<file path="src/rtl/rxdma_pkg.sv">
package rxdma_pkg;

  // Register word offsets (software visible)
  localparam logic [2:0] RA_BASE = 3'd0;
  localparam logic [2:0] RA_CNT  = 3'd1;
  localparam logic [2:0] RA_CPU  = 3'd2;
  localparam logic [2:0] RA_DMA  = 3'd3;
  localparam logic [2:0] RA_IRST = 3'd4;
  localparam logic [2:0] RA_GCFG = 3'd5;
  localparam logic [2:0] RA_STAT = 3'd6;
  localparam logic [2:0] RA_MASK = 3'd7;

  // Bit positions decoded by software
  localparam int GC_EN    = 2;
  localparam int GC_BUSY  = 3;
  localparam int IRST_BIT = 16;
  localparam int ST_DONE0 = 16;
  localparam int ST_DONE1 = 17;
  localparam int ST_ERR   = 31;

  // info1 layout
  localparam int LEN_W = 14;

  typedef enum logic [2:0] {
    ST_IDLE  = 3'd0,
    ST_RPTR  = 3'd1,
    ST_FILL  = 3'd2,
    ST_WDATA = 3'd3,
    ST_WDESC = 3'd4,
    ST_DROP  = 3'd5
  } eng_st_t;

endpackage

</file>
<file path="src/rtl/rxdma_pack.sv">
module rxdma_pack (
  input  logic       clk,
  input  logic       rst_n,
  input  logic       push,
  input  logic [1:0] lane,
  input  logic [7:0] din,
  input  logic       clr,
  output logic [31:0] word,
  output logic [3:0]  be
);

  logic [31:0] word_q, word_d;
  logic [3:0]  be_q, be_d;

  always_comb begin
    word_d = word_q;
    be_d   = be_q;
    if (clr) begin
      be_d = 4'h0;
    end else if (push) begin
      word_d[lane*8 +: 8] = din;
      be_d[lane]          = 1'b1;
    end
  end

  always_ff @(posedge clk or negedge rst_n) begin
    if (!rst_n) begin
      word_q <= 32'h0;
      be_q   <= 4'h0;
    end else if (clr || push) begin
      word_q <= word_d;
      be_q   <= be_d;
    end
  end

  assign word = word_q;
  assign be   = be_q;

endmodule

</file>
<file path="src/rtl/rxdma_regs.sv">
module rxdma_regs
  import rxdma_pkg::*;
#(
  parameter int IDX_W = 8
) (
  input  logic             clk,
  input  logic             rst_n,
  input  logic             reg_wr,
  input  logic [2:0]       reg_addr,
  input  logic [31:0]      reg_wdata,
  output logic [31:0]      reg_rdata,
  input  logic [IDX_W-1:0] dma_idx,
  input  logic             busy,
  input  logic             done_evt,
  input  logic             err_evt,
  output logic [31:0]      ring_base,
  output logic [IDX_W:0]   ring_cnt,
  output logic [IDX_W-1:0] cpu_idx,
  output logic             rx_en,
  output logic             idx_rst,
  output logic             st_done,
  output logic             st_err,
  output logic             irq
);

  logic [31:0]      base_q, base_d;
  logic [IDX_W:0]   cnt_q, cnt_d;
  logic [IDX_W-1:0] cpu_q, cpu_d;
  logic             en_q, en_d;
  logic [2:0]       stat_q, stat_d;   // {err, done1, done0}
  logic [31:0]      mask_q, mask_d;
  logic [31:0]      stat_word;
  logic             wr_base, wr_cnt, wr_cpu, wr_gcfg, wr_stat, wr_mask;
  logic [2:0]       w1c;
  logic             unused_wbits;

  assign wr_base = reg_wr && (reg_addr == RA_BASE);
  assign wr_cnt  = reg_wr && (reg_addr == RA_CNT);
  assign wr_cpu  = reg_wr && (reg_addr == RA_CPU);
  assign wr_gcfg = reg_wr && (reg_addr == RA_GCFG);
  assign wr_stat = reg_wr && (reg_addr == RA_STAT);
  assign wr_mask = reg_wr && (reg_addr == RA_MASK);
  assign idx_rst = reg_wr && (reg_addr == RA_IRST) && reg_wdata[IRST_BIT];

  assign w1c = wr_stat ? {reg_wdata[ST_ERR], reg_wdata[ST_DONE1], reg_wdata[ST_DONE0]} : 3'b000;

  always_comb begin
    base_d = wr_base ? reg_wdata : base_q;
    cnt_d  = wr_cnt  ? reg_wdata[IDX_W:0] : cnt_q;
    cpu_d  = wr_cpu  ? reg_wdata[IDX_W-1:0] : cpu_q;
    en_d   = wr_gcfg ? reg_wdata[GC_EN] : en_q;
    mask_d = wr_mask ? reg_wdata : mask_q;
    // a new event wins over a clear in the same cycle
    stat_d = (stat_q & ~w1c) | {err_evt, 1'b0, done_evt};
  end

  always_ff @(posedge clk or negedge rst_n) begin
    if (!rst_n) begin
      base_q <= 32'h0;
      cnt_q  <= '0;
      cpu_q  <= '0;
      en_q   <= 1'b0;
      mask_q <= 32'h0;
      stat_q <= 3'b000;
    end else begin
      if (wr_base) base_q <= base_d;
      if (wr_cnt)  cnt_q  <= cnt_d;
      if (wr_cpu)  cpu_q  <= cpu_d;
      if (wr_gcfg) en_q   <= en_d;
      if (wr_mask) mask_q <= mask_d;
      if (wr_stat || done_evt || err_evt) stat_q <= stat_d;
    end
  end

  always_comb begin
    stat_word = 32'h0;
    stat_word[ST_DONE0] = stat_q[0];
    stat_word[ST_DONE1] = stat_q[1];
    stat_word[ST_ERR]   = stat_q[2];
  end

  always_comb begin
    reg_rdata = 32'h0;
    case (reg_addr)
      RA_BASE: reg_rdata = base_q;
      RA_CNT:  reg_rdata = {{(31-IDX_W){1'b0}}, cnt_q};
      RA_CPU:  reg_rdata = {{(32-IDX_W){1'b0}}, cpu_q};
      RA_DMA:  reg_rdata = {{(32-IDX_W){1'b0}}, dma_idx};
      RA_GCFG: begin
        reg_rdata[GC_EN]   = en_q;
        reg_rdata[GC_BUSY] = busy;
      end
      RA_STAT: reg_rdata = stat_word;
      RA_MASK: reg_rdata = mask_q;
      default: reg_rdata = 32'h0;
    endcase
  end

  assign ring_base = base_q;
  assign ring_cnt  = cnt_q;
  assign cpu_idx   = cpu_q;
  assign rx_en     = en_q;
  assign st_done   = stat_q[0];
  assign st_err    = stat_q[2];
  assign irq       = |(stat_word & mask_q);

  assign unused_wbits = ^reg_wdata;

endmodule

</file>
<file path="src/rtl/rxdma_engine.sv">
module rxdma_engine
  import rxdma_pkg::*;
#(
  parameter int IDX_W     = 8,
  parameter int BUF_BYTES = 2048
) (
  input  logic             clk,
  input  logic             rst_n,
  input  logic             rx_en,
  input  logic [31:0]      ring_base,
  input  logic [IDX_W:0]   ring_cnt,
  input  logic [IDX_W-1:0] cpu_idx,
  input  logic             idx_rst,
  input  logic             s_valid,
  input  logic [7:0]       s_data,
  input  logic             s_last,
  output logic             s_ready,
  output logic             mem_req,
  output logic             mem_we,
  output logic [31:0]      mem_addr,
  output logic [3:0]       mem_be,
  output logic [31:0]      mem_wdata,
  input  logic             mem_gnt,
  input  logic [31:0]      mem_rdata,
  output logic [IDX_W-1:0] dma_idx,
  output logic             busy,
  output logic             done_evt,
  output logic             err_evt,
  output eng_st_t          state
);

  localparam int CNT_W  = $clog2(BUF_BYTES + 1);
  localparam int WOFS_W = $clog2(BUF_BYTES/4 + 1);

  eng_st_t          st_q, st_d;
  logic [IDX_W-1:0] idx_q, idx_d;
  logic [31:0]      ptr_q, ptr_d;
  logic [WOFS_W-1:0] wofs_q, wofs_d;
  logic [CNT_W-1:0] nb_q, nb_d;
  logic             last_q, last_d;
  logic             push, clr;
  logic [31:0]      pk_word;
  logic [3:0]       pk_be;
  logic [31:0]      desc_addr;
  logic             slot_free;
  logic             at_end;

  rxdma_pack u_pack (
    .clk   (clk),
    .rst_n (rst_n),
    .push  (push),
    .lane  (nb_q[1:0]),
    .din   (s_data),
    .clr   (clr),
    .word  (pk_word),
    .be    (pk_be)
  );

  assign desc_addr = ring_base + {{(28-IDX_W){1'b0}}, idx_q, 4'h0};
  assign slot_free = (ring_cnt != '0) && (idx_q != cpu_idx);
  assign at_end    = ({1'b0, idx_q} == (ring_cnt - 1'b1));

  always_comb begin
    st_d      = st_q;
    idx_d     = idx_q;
    ptr_d     = ptr_q;
    wofs_d    = wofs_q;
    nb_d      = nb_q;
    last_d    = last_q;
    s_ready   = 1'b0;
    mem_req   = 1'b0;
    mem_we    = 1'b0;
    mem_addr  = desc_addr;
    mem_be    = 4'h0;
    mem_wdata = 32'h0;
    push      = 1'b0;
    clr       = 1'b0;
    done_evt  = 1'b0;
    err_evt   = 1'b0;
    case (st_q)
      ST_IDLE: begin
        if (rx_en && s_valid) st_d = slot_free ? ST_RPTR : ST_DROP;
      end
      ST_RPTR: begin
        mem_req  = 1'b1;
        mem_be   = 4'hF;
        mem_addr = desc_addr;
        if (mem_gnt) begin
          ptr_d  = mem_rdata;
          wofs_d = '0;
          nb_d   = '0;
          last_d = 1'b0;
          st_d   = ST_FILL;
        end
      end
      ST_FILL: begin
        s_ready = 1'b1;
        if (s_valid) begin
          if (nb_q < CNT_W'(BUF_BYTES)) begin
            push   = 1'b1;
            nb_d   = nb_q + 1'b1;
            last_d = s_last;
            if ((nb_q[1:0] == 2'b11) || s_last) st_d = ST_WDATA;
          end else if (s_last) begin
            st_d = ST_WDESC;
          end
        end
      end
      ST_WDATA: begin
        mem_req   = 1'b1;
        mem_we    = 1'b1;
        mem_addr  = ptr_q + {{(30-WOFS_W){1'b0}}, wofs_q, 2'b00};
        mem_be    = pk_be;
        mem_wdata = pk_word;
        if (mem_gnt) begin
          wofs_d = wofs_q + 1'b1;
          clr    = 1'b1;
          st_d   = last_q ? ST_WDESC : ST_FILL;
        end
      end
      ST_WDESC: begin
        mem_req   = 1'b1;
        mem_we    = 1'b1;
        mem_addr  = desc_addr + 32'd4;
        mem_be    = 4'hF;
        mem_wdata = {1'b1, 1'b1, LEN_W'(nb_q), 16'h0};
        if (mem_gnt) begin
          done_evt = 1'b1;
          idx_d    = at_end ? '0 : idx_q + 1'b1;
          st_d     = ST_IDLE;
        end
      end
      ST_DROP: begin
        s_ready = 1'b1;
        if (s_valid && s_last) begin
          err_evt = 1'b1;
          st_d    = ST_IDLE;
        end
      end
      default: st_d = ST_IDLE;
    endcase
    if (idx_rst) idx_d = '0;
  end

  always_ff @(posedge clk or negedge rst_n) begin
    if (!rst_n) begin
      st_q   <= ST_IDLE;
      idx_q  <= '0;
      ptr_q  <= 32'h0;
      wofs_q <= '0;
      nb_q   <= '0;
      last_q <= 1'b0;
    end else begin
      st_q  <= st_d;
      idx_q <= idx_d;
      if (st_q == ST_RPTR) ptr_q <= ptr_d;
      if (st_q == ST_RPTR || st_q == ST_WDATA) wofs_q <= wofs_d;
      if (st_q == ST_RPTR || push) begin
        nb_q   <= nb_d;
        last_q <= last_d;
      end
    end
  end

  assign dma_idx = idx_q;
  assign busy    = (st_q != ST_IDLE);
  assign state   = st_q;

endmodule

</file>
<file path="src/rtl/rxring_dma.sv">
module rxring_dma
  import rxdma_pkg::*;
#(
  parameter int IDX_W     = 8,
  parameter int BUF_BYTES = 2048
) (
  input  logic        clk,
  input  logic        rst_n,
  input  logic        reg_wr,
  input  logic [2:0]  reg_addr,
  input  logic [31:0] reg_wdata,
  output logic [31:0] reg_rdata,
  input  logic        s_valid,
  input  logic [7:0]  s_data,
  input  logic        s_last,
  output logic        s_ready,
  output logic        mem_req,
  output logic        mem_we,
  output logic [31:0] mem_addr,
  output logic [3:0]  mem_be,
  output logic [31:0] mem_wdata,
  input  logic        mem_gnt,
  input  logic [31:0] mem_rdata,
  output logic        irq
);

  logic [31:0]      ring_base;
  logic [IDX_W:0]   ring_cnt;
  logic [IDX_W-1:0] cpu_idx;
  logic [IDX_W-1:0] dma_idx;
  logic             rx_en, idx_rst, busy, done_evt, err_evt;
  logic             st_done, st_err;
  eng_st_t          eng_state;

  rxdma_regs #(.IDX_W(IDX_W)) u_regs (
    .clk       (clk),
    .rst_n     (rst_n),
    .reg_wr    (reg_wr),
    .reg_addr  (reg_addr),
    .reg_wdata (reg_wdata),
    .reg_rdata (reg_rdata),
    .dma_idx   (dma_idx),
    .busy      (busy),
    .done_evt  (done_evt),
    .err_evt   (err_evt),
    .ring_base (ring_base),
    .ring_cnt  (ring_cnt),
    .cpu_idx   (cpu_idx),
    .rx_en     (rx_en),
    .idx_rst   (idx_rst),
    .st_done   (st_done),
    .st_err    (st_err),
    .irq       (irq)
  );

  rxdma_engine #(.IDX_W(IDX_W), .BUF_BYTES(BUF_BYTES)) u_eng (
    .clk       (clk),
    .rst_n     (rst_n),
    .rx_en     (rx_en),
    .ring_base (ring_base),
    .ring_cnt  (ring_cnt),
    .cpu_idx   (cpu_idx),
    .idx_rst   (idx_rst),
    .s_valid   (s_valid),
    .s_data    (s_data),
    .s_last    (s_last),
    .s_ready   (s_ready),
    .mem_req   (mem_req),
    .mem_we    (mem_we),
    .mem_addr  (mem_addr),
    .mem_be    (mem_be),
    .mem_wdata (mem_wdata),
    .mem_gnt   (mem_gnt),
    .mem_rdata (mem_rdata),
    .dma_idx   (dma_idx),
    .busy      (busy),
    .done_evt  (done_evt),
    .err_evt   (err_evt),
    .state     (eng_state)
  );

endmodule

</file>
<file path="config.mk">
export PLATFORM = sky130hd
export DESIGN_NAME = rxring_dma
export DESIGN_NICKNAME = d
export VERILOG_FILES = /design/src/rtl/rxdma_pkg.sv /design/src/rtl/rxdma_pack.sv /design/src/rtl/rxdma_regs.sv /design/src/rtl/rxdma_engine.sv /design/src/rtl/rxring_dma.sv
export SDC_FILE = /design/constraint.sdc
export NUM_CORES = 1
export LEC_CHECK = 0
export BUFFER_PORTS_ARGS = -buffer_cell sky130_fd_sc_hd__buf_2
export CORE_MARGIN = 1
export CORE_UTILIZATION = 25
export DETAILED_ROUTE_END_ITERATION = 10
export PLACE_DENSITY = 0.51
export SLEW_MARGIN = 20
export SYNTH_ARGS = -nofsm -noshare
export SYNTH_HDL_FRONTEND = slang
export SYNTH_HIERARCHICAL = 1
export SYNTH_SLANG_ARGS = --single-unit
</file>
<file path="constraint.sdc">
create_clock -name clk -period 3.9 [get_ports clk]
set_clock_uncertainty 0.1 [all_clocks]
set_input_delay 0 -clock clk [delete_from_list [all_inputs] [get_ports clk]]
set_output_delay 0 -clock clk [all_outputs]
set_load 0.01 [all_outputs]
</file>
# Word level (Yosys, flattened, before mapping)
# Cells that the tools add are included.
# classes
addsub	8
order_cmp	3
n_eq_ne	24
shifts	2
mux	50
bitwise	6
reduce_logical	39
# ops
operator	n
28-bit case mux with 6 select lines	1
32-bit case mux with 2 select lines	2
32-bit by 12-bit adder with 32-bit output	2
12-bit two-way mux	3
3-bit two-way mux	12
5-bit negation with 34-bit output	1
8-bit by 34-bit variable shift with 32-bit output, first input constant	1
8-bit by 34-bit indexed part select with 32-bit output	1
32-bit by 3-bit adder with 32-bit output, second input constant	1
32-bit AND	1
32-bit bitwise mux	1
8-bit two-way mux	4
32-bit OR reduction	1
12-bit case mux with 2 select lines	1
10-bit two-way mux	2
10-bit case mux with 2 select lines	1
3-bit == test, second input constant	6
3-bit case mux with 6 select lines	1
1-bit two-way mux	15
12-bit by 1-bit adder with 12-bit output, second input constant	1
3-bit by 2-bit == test with 1-bit output, second input constant	4
1-bit logical AND	12
12-bit less-than comparator, second input constant	1
2-bit case mux with 6 select lines	1
35 further kinds	56
# totals
ff_bits	187
inputBits	81
out_inout_bits	104
word_cells	146

# Longest topological paths before layout
# depth
word_depth	7
depth_mapped	13
ltp_nobuf	12

# Hierarchy
# The synthesis kept the hierarchy.
# by_module_without_submodules
mod	n_inst	cells_each	area_per_inst_um2	seq_area_each_um2
rxdma_engine	1	774	6432.4	1651.6
rxdma_regs	1	274	3888.7	2127.0
rxdma_pack	1	135	1556.5	900.9

# Least setup slack after synthesis
# OpenSTA, ideal clock, no wires.
# synth_timing
kind	register to output
start	register u_eng.idx_q[1], in the netlist u_eng/dma_idx[1]
end	output mem_addr[28]
arrival_ns	3.344
t_required_ns	3.800
path_slack_ns	0.456
stages_incl_launch_ff	13
path_buffers	1
path_cell_list	dfrtp_1 clkbuf_1 inv_1 fa_1 nand2b_1 a21oi_4 o211ai_1 xor2_1 nand2b_1 or3_1 or4b_1 xnor2_1 o221ai_1
# synth_between
elab_chain_len	3
# synth_lines
element	line	source
from (decl)	rxdma_engine.sv:36	logic [IDX_W-1:0] idx_q, idx_d;
from (signal assigned)	rxdma_engine.sv:155	idx_q <= idx_d;
32-bit by 12-bit adder with 32-bit output (*)	rxdma_engine.sv:59	assign desc_addr = ring_base + {{(28-IDX_W){1'b0}}, idx_q, 4'h0};
32-bit by 3-bit adder with 32-bit output	rxdma_engine.sv:124	mem_addr = desc_addr + 32'd4;
32-bit case mux with 2 select lines (*)	rxdma_engine.sv:80	case (st_q)
to (decl)	rxring_dma.sv:19	output logic [31:0] mem_addr,
# Every way passes the cells marked *; elsewhere a longest branch is shown, timed or not.

# Final worst setup path
# layout_timing
start	register u_eng.idx_q[7], in the netlist u_eng/dma_idx[7]
end	output mem_addr[28]
# Same word-level chain as after synthesis.

==> metrics.md <==
| Metric | Value |
|---|---|
| Run status | finished, violations left |
| Setup Viol. Count Final | 0 |
| CP Capture Type | output port |
| Critical Path RT | 3.80 ns |
| LEAKAGE | 6.75 nW |
| Drt total wl | 37600 microns |
| Die height | 220 microns |
| Die area | 48400 sq um |
| Nets | about 1600 |
| Critical Path AT | approximately 3.7 ns |
| CTS tree | built |
| Synth-to-Final Area Change | 27.0% |
| Diode count | 0 |
| Htree depth | 4 |
| Total CTS buffers | 17 |
| Average wire per standard cell | roughly 18 microns |
| Setup tns final | 0 ns |
| Die width | 220 microns |
| Fillers | 4858 |
| Rel. slew slack | 27.0% |
| Detailed-route DRC error count | 20 |
| Max Buffers Root-to-Sink | 2 |
| Post-Synth Adder-Cell Area | 3.39% |
| Clk pin slew, worst setup/hold paths | about 0.080 ns |
| Distinct cells, synth | 88 |
| Crit Path Category | flip-flop to output port |
| Core Util, Final | 32.3% |
| Min cycle time layout | 3.84 ns |
| Hold WC Path Type | input pin to flip-flop |
| Post-Synth Simple-Gate Area | 17.3% |
| Via count | about 10000 |
| Max Freq | ~260 MHz |
| Worst-Skew Late Latency | ~0.48 ns |
| Starting DRC count in detailed routing | roughly 760 |
| Largest family of logic cells by synthesized area | simple AND/OR/NAND/NOR gates |
| Initial antenna violation count | 0 |
| Most used DFF post-synth | dfrtp_1 |
| First-pass GRT wire length | 57600 microns |
| Post-Place Setup Slack | ~0.26 ns |
| Multi-input logic area | 6920 sq um |
| Final cycle utilization of the critical path | 98.4% |
| Sequential area share after synthesis | about two fifths |
| Yosys reg bits | ~190 |
| Placed Cells | 1939 |
| Via density per instance | 4.89 |
| Power per cell area | between 500 and 600 nW/um^2 |
| Worst setup SP type | flip-flop |
| Post-synthesis mux area share | 13.9% |
| Setup ws final | roughly 0.063 ns |
| YS warnings | 6 |
| First-pass detailed-route iteration total | 9 |
| Register area | 4680 sq um |
| Share of cells above drive strength 1 | 27.9% |
| CTS Sinks | 187 |
| DP HPWL | ~27000 microns |
| Total track usage | 15.7% |
| Async set or reset register ratio after synthesis | 100% |
| Failing checks | design-rule violations |
| Rows | between 70 and 80 |
| Worst-Margin Slew | 1.09 ns |
| Post-synth top area share | 39.4% |
| Initial core utilization | 25.4% |
| Post-route ant nets | 0 |
| Largest net degree at the start of global routing | approximately 110 |
| Compound-Gate Fraction of Synth Area | 15.3% |
| # IOs | 185 |
| Final Hold Vio Count | 0 |
| MaxCap Viol Count | 0 |
| Vias in the first global route | roughly 9800 |
| Mapped Area | between 10000 and 15000 sq um |
| Grt ovf | 0 |
| Yosys top cell by area | dfrtp_1 |
| Core region area | roughly 47000 sq um |
| Syn nets | about 1300 |
| GPL Wtd Cong | about 0.83 |
| Unrepaired setup endpoints after global routing | yes |
| CP Max Fanout | 7 |
| Largest vdd supply drop | 0.000265 V |
| Post-synth EDFFs | 0 |
| Gate count of the mapped netlist | 1183 |
| Finished Layout Cells | 2064 |
| Post-layout power | 8.84 mW |
| Port buffer count | 184 |
| Synth area leaders | dfrtp_1, mux2_2, xnor2_1, a22o_1, nand2_1 |
| Slew Viols, Final | 0 |
| Post-Synth XOR/XNOR Area | under 10% |
| Clk root buf | clkbuf_16 |
| Syn Area/Cell | 10.0 sq um |
[kinds of logic after synthesis]
| group | Yosys count |
|---|---|
| and+or+nand+nor | 385 |
| AOI/OAI and AO/OA | 249 |
| DFF | 187 |
| muxes | 149 |
| xor gates and xnor gates | 96 |
| buffers and inverters | 86 |
| adders and majority gates | 31 |
[registers in the layout (all words and copies together), names as in the netlist, 3 cells and up]
register / cells
u_regs/ring_base: 32
u_regs/cpu_idx: 8
u_eng/ptr_q: 32
u_regs/stat_q: 3
u_eng/state: 3
u_eng/u_pack/be: 4
u_regs/mask_q: 32
u_eng/u_pack/word: 32
u_eng/dma_idx: 8
u_eng/nb_q: 12
u_regs/ring_cnt: 9
u_eng/wofs_q: 10
[per-stage QoR]
step	cell area, sq um	hold WS, ns
2_1_floorplan	11900	-0.396
3_5_place_dp	13500	0.100
6_report	15100	0.0876
3_3_place_gp	13500	0.0927
5_1_grt	15100	0.0915
4_1_cts	15000	0.0377
[metal layers]
metal	vias up	wire length, microns	global-route usage, %
li1	4833	-	-
met1	4990	18300	22.2
met2	241	17000	23.9
met3	39	1620	2.77
met4	0	700	5.36
met5	-	0	0
[critical path: stages (launching register included)]
cell and delay [ns]:
dfrtp_2 0.47, ha_4 0.35, nand3_2 0.14, nor3_4 0.33, o211ai_1 0.17, xnor2_2 0.29, nand2b_4 0.08, or3_4 0.43
or4b_4 0.51, xnor2_2 0.15, o221ai_1 0.17, buf_2 0.17
[path summary, 6_finish.rpt]
check	slack [ns]	start	end	cells after the start
max reg2reg	0.97	u_regs/ring_cnt[0]$_DFFE_PN0P_	u_eng/dma_idx[2]$_DFFE_PN0P_	10
max	0.06	u_eng/dma_idx[7]$_DFFE_PN0P_	mem_addr[28]	11
min reg2reg	0.38	u_eng/u_pack/word[29]$_DFFE_PN0P_	u_eng/u_pack/word[29]$_DFFE_PN0P_	2
max in group asynchronous	2.64	rst_n	u_regs/ring_cnt[6]$_DFFE_PN0P_	3
min in group asynchronous	0.11	rst_n	u_eng/u_pack/word[1]$_DFFE_PN0P_	2
min	0.09	reg_addr[0]	u_regs/rx_en$_DFFE_PN0P_	4
[layout by cell type, fill, tap and decap left out, types with 8 or more instances in the layout]
master | Yosys | layout
dfrtp_1 | 187 | 186
buf_2 | 17 | 183
nand2_1 | 117 | 117
mux2_2 | 94 | 94
dlygate4sd3_1 | 0 | 79
o21ai_0 | 71 | 70
nor2_1 | 65 | 63
xnor2_1 | 57 | 56
a22o_1 | 53 | 53
nand3_1 | 44 | 44
buf_4 | 4 | 42
xor2_1 | 37 | 36
and3_1 | 32 | 32
mux2_1 | 30 | 30
mux2i_1 | 25 | 25
a21oi_1 | 25 | 24
ha_1 | 29 | 22
inv_1 | 22 | 21
nor3_1 | 19 | 19
nand4_1 | 18 | 18
clkbuf_16 | 0 | 17
a21o_1 | 16 | 16
nor2b_1 | 15 | 15
o211ai_1 | 12 | 12
nand2b_1 | 12 | 10
o221ai_1 | 9 | 9
and4_1 | 8 | 8
[cell usage after synthesis, drive strengths merged (8+ instances only)]
cell / instances
mux2: 124
dfrtp: 187
clkbuf: 30
and3: 32
nor2: 68
or3: 8
nand2b: 13
buf: 34
nor3: 21
inv: 22
o211ai: 14
nor3b: 8
mux2i: 25
xor2: 38
nand4: 18
a22o: 53
ha: 29
nand3: 45
a21oi: 28
and4: 8
o21ai: 72
xnor2: 58
a21o: 16
o221ai: 9
nand2: 119
nand3b: 8
nor2b: 15
[final cells by class]
| cell class | count | share of cell area, % |
|---|---|---|
| Multi-Input combinational cell | 910 | 45.9 |
| Clock buffer | 18 | 2.85 |
| Tap cell | 607 | 5.04 |
| Sequential cell | 187 | 31.0 |
| Clock inverter | 14 | 1.00 |
| Inverter | 22 | 0.547 |
| Timing Repair Buffer | 306 | 13.6 |
[repair_timing]
| item | in CTS | in global routing |
|---|---|---|
| buffers inserted | 8 | 6 |
| endpoints found under the hold margin | 257 | 0 |
| resized for setup | 15 | 10 |
| pin swaps | 8 | 9 |
| hold buffers | 79 | 0 |
| setup endpoints to repair | 5 | 9 |
[report_power, final]
part / switching, mW / internal (mW)
Combinational: 2.25 / 1.76
Clock: 0.914 / 0.854
Sequential: 0.580 / 2.49
Power figures use the tool's default switching activity.
